<file path="src/rtl/wse_pkg.sv">
package wse_pkg;
  typedef enum logic [1:0] {
    OP_PROG = 2'd0,
    OP_SECT = 2'd1,
    OP_BLK  = 2'd2,
    OP_CHIP = 2'd3
  } wse_op_e;
endpackage

</file>
<file path="src/rtl/wse_timer.sv">
// Busy timer: latches the operation and counts its duration down.
module wse_timer
  import wse_pkg::*;
#(
  parameter int AW     = 8,
  parameter int DW     = 16,
  parameter int T_PROG = 20,
  parameter int T_SECT = 40,
  parameter int T_BLK  = 100,
  parameter int T_CHIP = 300
) (
  input  logic          clk,
  input  logic          rst,
  input  logic          start_req,
  input  wse_op_e       start_op,
  input  logic [AW-1:0] start_addr,
  input  logic [DW-1:0] start_data,
  output logic          fire,
  output logic          busy,
  output logic          done,
  output logic          expire,
  output wse_op_e       op_q,
  output logic [AW-1:0] addr_q,
  output logic [DW-1:0] data_q
);
  localparam int TM1  = (T_PROG > T_SECT) ? T_PROG : T_SECT;
  localparam int TM2  = (T_BLK > T_CHIP) ? T_BLK : T_CHIP;
  localparam int TMAX = (TM1 > TM2) ? TM1 : TM2;
  localparam int CW   = $clog2(TMAX + 1);

  logic [CW-1:0] cnt;

  function automatic logic [CW-1:0] dur_m1(wse_op_e o);
    case (o)
      OP_PROG: return CW'(T_PROG - 1);
      OP_SECT: return CW'(T_SECT - 1);
      OP_BLK:  return CW'(T_BLK - 1);
      default: return CW'(T_CHIP - 1);
    endcase
  endfunction

  assign fire   = start_req && !busy;
  assign expire = busy && (cnt == '0);

  always_ff @(posedge clk) begin
    if (rst) begin
      busy   <= 1'b0;
      done   <= 1'b0;
      cnt    <= '0;
      op_q   <= OP_PROG;
      addr_q <= '0;
      data_q <= '0;
    end else begin
      done <= 1'b0;
      if (fire) begin
        busy   <= 1'b1;
        cnt    <= dur_m1(start_op);
        op_q   <= start_op;
        addr_q <= start_addr;
        data_q <= start_data;
      end else if (busy) begin
        if (cnt == '0) begin
          busy <= 1'b0;
          done <= 1'b1;
        end else begin
          cnt <= cnt - 1'b1;
        end
      end
    end
  end

  a_r2_done_idle: assert property (@(posedge clk) disable iff (rst) done |-> !busy);
  a_r2_done_single: assert property (@(posedge clk) disable iff (rst) done |=> !done);
  a_r2_fall_done: assert property (@(posedge clk) disable iff (rst) $fell(busy) |-> done);
  a_r3_ignore_busy: assert property (@(posedge clk) disable iff (rst)
    (busy && start_req) |=> ($stable(op_q) && $stable(addr_q) && $stable(data_q)));
endmodule

</file>
<file path="src/rtl/wse_sweep.sv">
// Erase walker: clears one word per cycle over the aligned region.
module wse_sweep
  import wse_pkg::*;
#(
  parameter int AW      = 8,
  parameter int SECT_AW = 4,
  parameter int BLK_AW  = 6
) (
  input  logic          clk,
  input  logic          rst,
  input  logic          fire,
  input  wse_op_e       start_op,
  input  logic [AW-1:0] start_addr,
  output logic          sw_we,
  output logic [AW-1:0] sw_addr
);
  localparam logic [AW-1:0] SECT_MASK = AW'((1 << SECT_AW) - 1);
  localparam logic [AW-1:0] BLK_MASK  = AW'((1 << BLK_AW) - 1);
  localparam logic [AW-1:0] CHIP_MASK = '1;

  logic          act;
  logic [AW:0]   cnt;
  logic [AW:0]   last;
  logic [AW-1:0] base;
  logic [AW-1:0] mask;

  always_comb begin
    case (start_op)
      OP_SECT: mask = SECT_MASK;
      OP_BLK:  mask = BLK_MASK;
      default: mask = CHIP_MASK;
    endcase
  end

  always_ff @(posedge clk) begin
    if (rst) begin
      act  <= 1'b0;
      cnt  <= '0;
      last <= '0;
      base <= '0;
    end else if (fire && start_op != OP_PROG) begin
      act  <= 1'b1;
      cnt  <= '0;
      last <= {1'b0, mask};
      base <= start_addr & ~mask;
    end else if (act) begin
      cnt <= cnt + 1'b1;
      if (cnt == last) act <= 1'b0;
    end
  end

  assign sw_we   = act;
  assign sw_addr = base | cnt[AW-1:0];

  a_r10_sweep_bounds: assert property (@(posedge clk) disable iff (rst) act |-> (cnt <= last));
endmodule

</file>
<file path="src/rtl/wse_status.sv">
// Status formatter: data-polling bit, toggle bit and read return flags.
module wse_status #(
  parameter int DW       = 16,
  parameter int POLL_BIT = 7,
  parameter int TGL_BIT  = 6
) (
  input  logic          clk,
  input  logic          rst,
  input  logic          fire,
  input  logic          busy,
  input  logic          is_prog,
  input  logic          prog_bit,
  input  logic          rd_req,
  output logic [DW-1:0] stat_q,
  output logic          is_stat_q,
  output logic          valid_q
);
  logic          tgl;
  logic [DW-1:0] word;
  logic          stat_rd;

  assign stat_rd = rd_req && busy;

  always_comb begin
    word           = '0;
    word[POLL_BIT] = is_prog ? ~prog_bit : 1'b0;
    word[TGL_BIT]  = tgl;
  end

  always_ff @(posedge clk) begin
    if (rst) begin
      tgl       <= 1'b0;
      stat_q    <= '0;
      is_stat_q <= 1'b0;
      valid_q   <= 1'b0;
    end else begin
      valid_q   <= rd_req;
      is_stat_q <= stat_rd;
      if (stat_rd) stat_q <= word;
      if (fire) tgl <= 1'b0;
      else if (stat_rd) tgl <= ~tgl;
    end
  end

  a_r4_read_latency: assert property (@(posedge clk) disable iff (rst) rd_req |=> valid_q);
  a_r7_toggle_flip: assert property (@(posedge clk) disable iff (rst)
    stat_rd |=> (tgl != $past(tgl)));
  a_r7_toggle_clear: assert property (@(posedge clk) disable iff (rst) fire |=> !tgl);
endmodule

</file>
<file path="src/rtl/wse_array.sv">
// Behavioural array stub: one write port, one registered read port.
module wse_array #(
  parameter int AW = 8,
  parameter int DW = 16
) (
  input  logic          clk,
  input  logic          we,
  input  logic [AW-1:0] waddr,
  input  logic [DW-1:0] wdata,
  input  logic          re,
  input  logic [AW-1:0] raddr,
  output logic [DW-1:0] rdq
);
  localparam int DEPTH = 1 << AW;

  logic [DW-1:0] mem [DEPTH];

  initial begin
    for (int i = 0; i < DEPTH; i++) mem[i] = '1;
  end

  always_ff @(posedge clk) begin
    if (we) mem[waddr] <= wdata;
    if (re) rdq <= mem[raddr];
  end
endmodule

</file>
<file path="src/rtl/pgm_status_engine.sv">
module pgm_status_engine
  import wse_pkg::*;
#(
  parameter int AW       = 8,
  parameter int DW       = 16,
  parameter int SECT_AW  = 4,
  parameter int BLK_AW   = 6,
  parameter int T_PROG   = 20,
  parameter int T_SECT   = 40,
  parameter int T_BLK    = 100,
  parameter int T_CHIP   = 300,
  parameter int POLL_BIT = 7,
  parameter int TGL_BIT  = 6
) (
  input  logic          clk,
  input  logic          rst,
  input  logic          start_req,
  input  logic [1:0]    start_op,
  input  logic [AW-1:0] start_addr,
  input  logic [DW-1:0] start_data,
  input  logic          rd_req,
  input  logic [AW-1:0] rd_addr,
  output logic          rd_valid,
  output logic [DW-1:0] rd_data,
  output logic          rd_is_status,
  output logic          busy,
  output logic          done
);
  wse_op_e       op_in;
  wse_op_e       op_q;
  logic          fire;
  logic          expire;
  logic [AW-1:0] addr_q;
  logic [DW-1:0] data_q;
  logic          sw_we;
  logic [AW-1:0] sw_addr;
  logic          pg_we;
  logic          arr_we;
  logic [AW-1:0] arr_waddr;
  logic [DW-1:0] arr_wdata;
  logic [DW-1:0] mem_q;
  logic [DW-1:0] stat_q;

  assign op_in = wse_op_e'(start_op);

  wse_timer #(
    .AW(AW), .DW(DW), .T_PROG(T_PROG), .T_SECT(T_SECT), .T_BLK(T_BLK), .T_CHIP(T_CHIP)
  ) u_timer (
    .clk(clk), .rst(rst), .start_req(start_req), .start_op(op_in),
    .start_addr(start_addr), .start_data(start_data), .fire(fire), .busy(busy),
    .done(done), .expire(expire), .op_q(op_q), .addr_q(addr_q), .data_q(data_q)
  );

  wse_sweep #(.AW(AW), .SECT_AW(SECT_AW), .BLK_AW(BLK_AW)) u_sweep (
    .clk(clk), .rst(rst), .fire(fire), .start_op(op_in), .start_addr(start_addr),
    .sw_we(sw_we), .sw_addr(sw_addr)
  );

  assign pg_we     = expire && (op_q == OP_PROG);
  assign arr_we    = pg_we || sw_we;
  assign arr_waddr = pg_we ? addr_q : sw_addr;
  assign arr_wdata = pg_we ? data_q : '1;

  wse_array #(.AW(AW), .DW(DW)) u_array (
    .clk(clk), .we(arr_we), .waddr(arr_waddr), .wdata(arr_wdata),
    .re(rd_req), .raddr(rd_addr), .rdq(mem_q)
  );

  wse_status #(.DW(DW), .POLL_BIT(POLL_BIT), .TGL_BIT(TGL_BIT)) u_status (
    .clk(clk), .rst(rst), .fire(fire), .busy(busy), .is_prog(op_q == OP_PROG),
    .prog_bit(data_q[POLL_BIT]), .rd_req(rd_req), .stat_q(stat_q),
    .is_stat_q(rd_is_status), .valid_q(rd_valid)
  );

  assign rd_data = rd_is_status ? stat_q : mem_q;

  a_r10_sweep_in_busy: assert property (@(posedge clk) disable iff (rst) sw_we |-> busy);
  a_r9_one_writer: assert property (@(posedge clk) disable iff (rst) !(sw_we && pg_we));
  a_r6_erase_poll_low: assert property (@(posedge clk) disable iff (rst)
    (rd_valid && rd_is_status && op_q != OP_PROG) |-> !rd_data[POLL_BIT]);
endmodule

</file>
<file path="config.mk">
export PLATFORM = sky130hd
export DESIGN_NAME = pgm_status_engine
export DESIGN_NICKNAME = d
export VERILOG_FILES = /design/src/rtl/wse_pkg.sv /design/src/rtl/wse_timer.sv /design/src/rtl/wse_sweep.sv /design/src/rtl/wse_status.sv /design/src/rtl/wse_array.sv /design/src/rtl/pgm_status_engine.sv
export SDC_FILE = /design/constraint.sdc
export NUM_CORES = 2
export LEC_CHECK = 0
export ABC_AREA = 1
export BUFFER_PORTS_ARGS = -buffer_cell sky130_fd_sc_hd__buf_2
export CAP_MARGIN = 20
export CORE_UTILIZATION = 40
export CTS_CLUSTER_SIZE = 25
export DETAILED_ROUTE_END_ITERATION = 10
export GPL_TIMING_DRIVEN = 1
export PLACE_DENSITY = 0.51
export SETUP_SLACK_MARGIN = 0.3
export SYNTH_ARGS = -nofsm -noshare
export SYNTH_HDL_FRONTEND = slang
export SYNTH_SLANG_ARGS = --single-unit
export TNS_END_PERCENT = 50
</file>
<file path="constraint.sdc">
create_clock -name clk -period 6.4 [get_ports clk]
set_input_delay 0.64 -clock clk [delete_from_list [all_inputs] [get_ports clk]]
set_output_delay 0.64 -clock clk [all_outputs]
set_load 0.01 [all_outputs]
</file>
==> results_dict.tcl <==
set metrics [dict create \
    outcome "finished, final reports clean" \
    dr.pass1.iters 6 \
    synth_top_area_share_pct 73.80 \
    dieArea_um2 420900 \
    slew_headroom_pct 18.68 \
    cts.sinks 4171 \
    grt_pass1_vias 102000 \
    syn2layout_area_growth_pct 13.31 \
    synth_common_cells "nand2_1, edfxtp_1, nand3_1" \
    crit_path_frequent_cell "nand2_2" \
    dr.first_iter.drc_count 12630 \
    fin_crit_sh_pct 75.04 \
    p_int_mw 44.85 \
    avgRoutedWirePerCell_um 26.17 \
    hold_class "in -> reg" \
    synth_area_leaders "edfxtp_1, nand3_1, nand2_1" \
    worstSetupPathType "reg -> reg" \
    crit_chain "inv_1, ha_1, inv_1, nor2_4, nand2_2, nor2_2, nand2_2, nor2_2, nand2_2, nand2_1, o21ai_2, nor2_4, nand3_2, nor2_1, buf_4" \
    async_flop_share_pct 0 \
    placed_cell_area_um2 175300 \
    synth_area_leader_cell "edfxtp_1" \
    tritoncts "built" \
    cts_buffers 446 \
    rsz0062_at_grt "no" \
    cts.path.max_buffers 4 \
    rows 237 \
    vdd_ir_drop_max_uv 237.2 \
    seqPwrFrac_pct 51.4 \
    setup_violations 0 \
    critPathBufInv 3 \
    min_period_ps 4803 \
    p_leak_nw 69.50 \
    grt_pass1_wl_mm 744.3 \
    r2r_slack_ps 1600 \
    wirelength_mm 521.3 \
    cts-htree-levels 5 \
    pin_count 58 \
    vias 108600 \
    synthesis.nets 14040 \
    slowest_delay_ps 910 \
    ys_seq_elements 4171 \
    design.core.area_um2 416600 \
    slew_viol_final 0 \
    gp_congestion 0.8743 \
    nets 14070 \
    clock_latency_ps 1030 \
    path_max_fanout 26 \
    grt_max_degree 172 \
    antenna_found_initial 32 \
    syn_inst 13990 \
    ys_warn_count 0 \
    root_buffer "clkbuf_16" \
    path_clk_slew_ps 60 \
    n_fill_cell 37630 \
    dieWidth_um 648.8 \
    p_sw_mw 13.63 \
    fin_tns_setup_ps 0 \
    cp_top_family "simple AND/OR/NAND/NOR gates" \
    layout.cell_area.non_filler_um2 189600 \
    grt_use_total_pct 24.08 \
    skew_ps 81.11 \
    fmax_ghz 0.2082 \
    cp.arrival_ps 5490 \
    crit_path_start_kind "register" \
    postCtsSetupRepairBufs 0 \
    yosysMostFrequentCell "nand2_1" \
    synth-edff-count 4112 \
    die_h_um 648.8 \
    max_cap_viol_count 0 \
    place_hpwl_mm 294.1 \
    p_comb_share_pct 6.0 \
    initial_core_util_pct 40.16 \
    drive_gt1_share_pct 8.334 \
    hold_viol 0 \
    drcViolationCount 0 \
    port_buffers 57 \
    slowest_stage "nand3_2" \
    viasPerCell 5.452 \
    overflow 0 \
    worstMarginPinSlew_ps 1220 \
    ys.flop_type "edfxtp_1" \
    cp_data_required_time_ps 7090 \
    p_per_area_nw_per_um2 308.5 \
    switching_share_pct 23.31 \
    synth_cell_types 37 \
    syn_area_per_cell_um2 11.96 \
    seq_area_frac_synth_pct 74.50 \
    syn_area_um2 167300 \
    ant_nets 0 \
    power.share.clock_pct 42.5 \
    end_kind "register" \
]
[cells by family after synthesis]
| family | Yosys count | share of synthesized area, % |
|---|---|---|
| simple gates | 8694 | 22.71 |
| flops | 4171 | 74.50 |
| buf+inv | 1024 | 2.394 |
| compound gates | 91 | 0.3006 |
| fa+ha+maj | 8 | 0.05983 |
| xor+xnor | 4 | 0.02094 |
| mux | 2 | 0.01346 |
[through the flow]
stage          cells  power [mW]  setup WS [ps]  util [%]  hold slack [ps]
5_1_grt        19910       60.02           1393     45.50            157.2
4_1_cts        19890       58.84           1658     45.48            64.20
2_1_floorplan  13990       32.54          709.1         -            433.8
3_5_place_dp   19050       34.16           1724     42.09            460.9
6_report       19920       58.48           1597     45.51            135.6
3_3_place_gp   19050       34.15           1530     42.09            453.1
[layout by cell type, fill, tap and decap left out, types with 25 or more instances in the layout]
master and instances:
o21ai_0 47, diode_2 25, clkinv_1 119, nor2_2 33, buf_2 51, clkbuf_1 117
nand2_1 4245, a21oi_1 25, buf_12 78, bufinv_16 27, nand3_1 4048, dfxtp_1 59
edfxtp_1 4112, dlygate4sd3_1 28, nor2_1 307, buf_4 377, inv_1 58, clkbuf_16 454
clkinv_2 78
[path summary, 6_finish.rpt]
path                                      from                  to  cells after the start
worst max register to register  u_timer.cnt[0]   u_array.mem[8][9]                     15
worst min register to register    u_status.tgl        u_status.tgl                      2
worst max-delay path            u_timer.cnt[0]   u_array.mem[8][9]                     15
worst min-delay path                 start_req  u_timer.data_q[13]                      4
[worst register-to-register path, delay by kind of cell, from the launching register on]
| kind | cells | cell delay [ps] |
|---|---|---|
| compound gates | 1 | 120 |
| buf+inv | 3 | 500 |
| fa+ha+maj | 1 | 200 |
| simple gates | 10 | 3360 |
| flops | 1 | 300 |
[state kept, by name, indices dropped and copies added, names as in the netlist, 2 cells and up]
register / cells
u_timer.data_q: 16
u_sweep.base: 4
u_sweep.cnt: 9
u_timer.cnt: 9
u_timer.addr_q: 8
u_timer.op_q: 2
u_array.mem: 4096
u_status.stat_q: 2
u_array.rdq: 16
u_sweep.last: 3
[routing by layer]
layer | global-route usage [%] | part of all wire, % | vias to the layer above
met5 | 0 | 0.015 | -
met4 | 8.290 | 3.6 | 10
met3 | 3.411 | 7.0 | 714
met2 | 37.63 | 46 | 3849
met1 | 34.55 | 43 | 54040
li1 | - | - | 49990
[power by group through the flow]
stage / Clock, mW / Combinational (mW) / Sequential [mW]
detailed placement: 0 / 3.50 / 30.7
floorplan: 0 / 1.85 / 30.7
finish: 24.9 / 3.51 / 30.1
global route: 26.2 / 3.73 / 30.1
CTS: 25.2 / 3.52 / 30.1
global placement: 0 / 3.49 / 30.7
[area by class of cell]
cell class	count	area, um^2	share of cell area [%]
well taps	5497	6878	3.628
inverters	69	295.3	0.1557
clock buffers	571	11800	6.224
flip-flops and latches	4171	124700	65.75
repair buffers	539	4999	2.636
clock inverters	249	2071	1.092
multi-input cells	8799	38830	20.48
diodes	25	62.56	0.03300
[what timing repair did]
item | 4_1_cts | 5_1_grt
hold endpoints to repair | 38 | 0
resized for setup | 0 | 0
hold buffers | 28 | 0
Power figures use the tool's default switching activity.
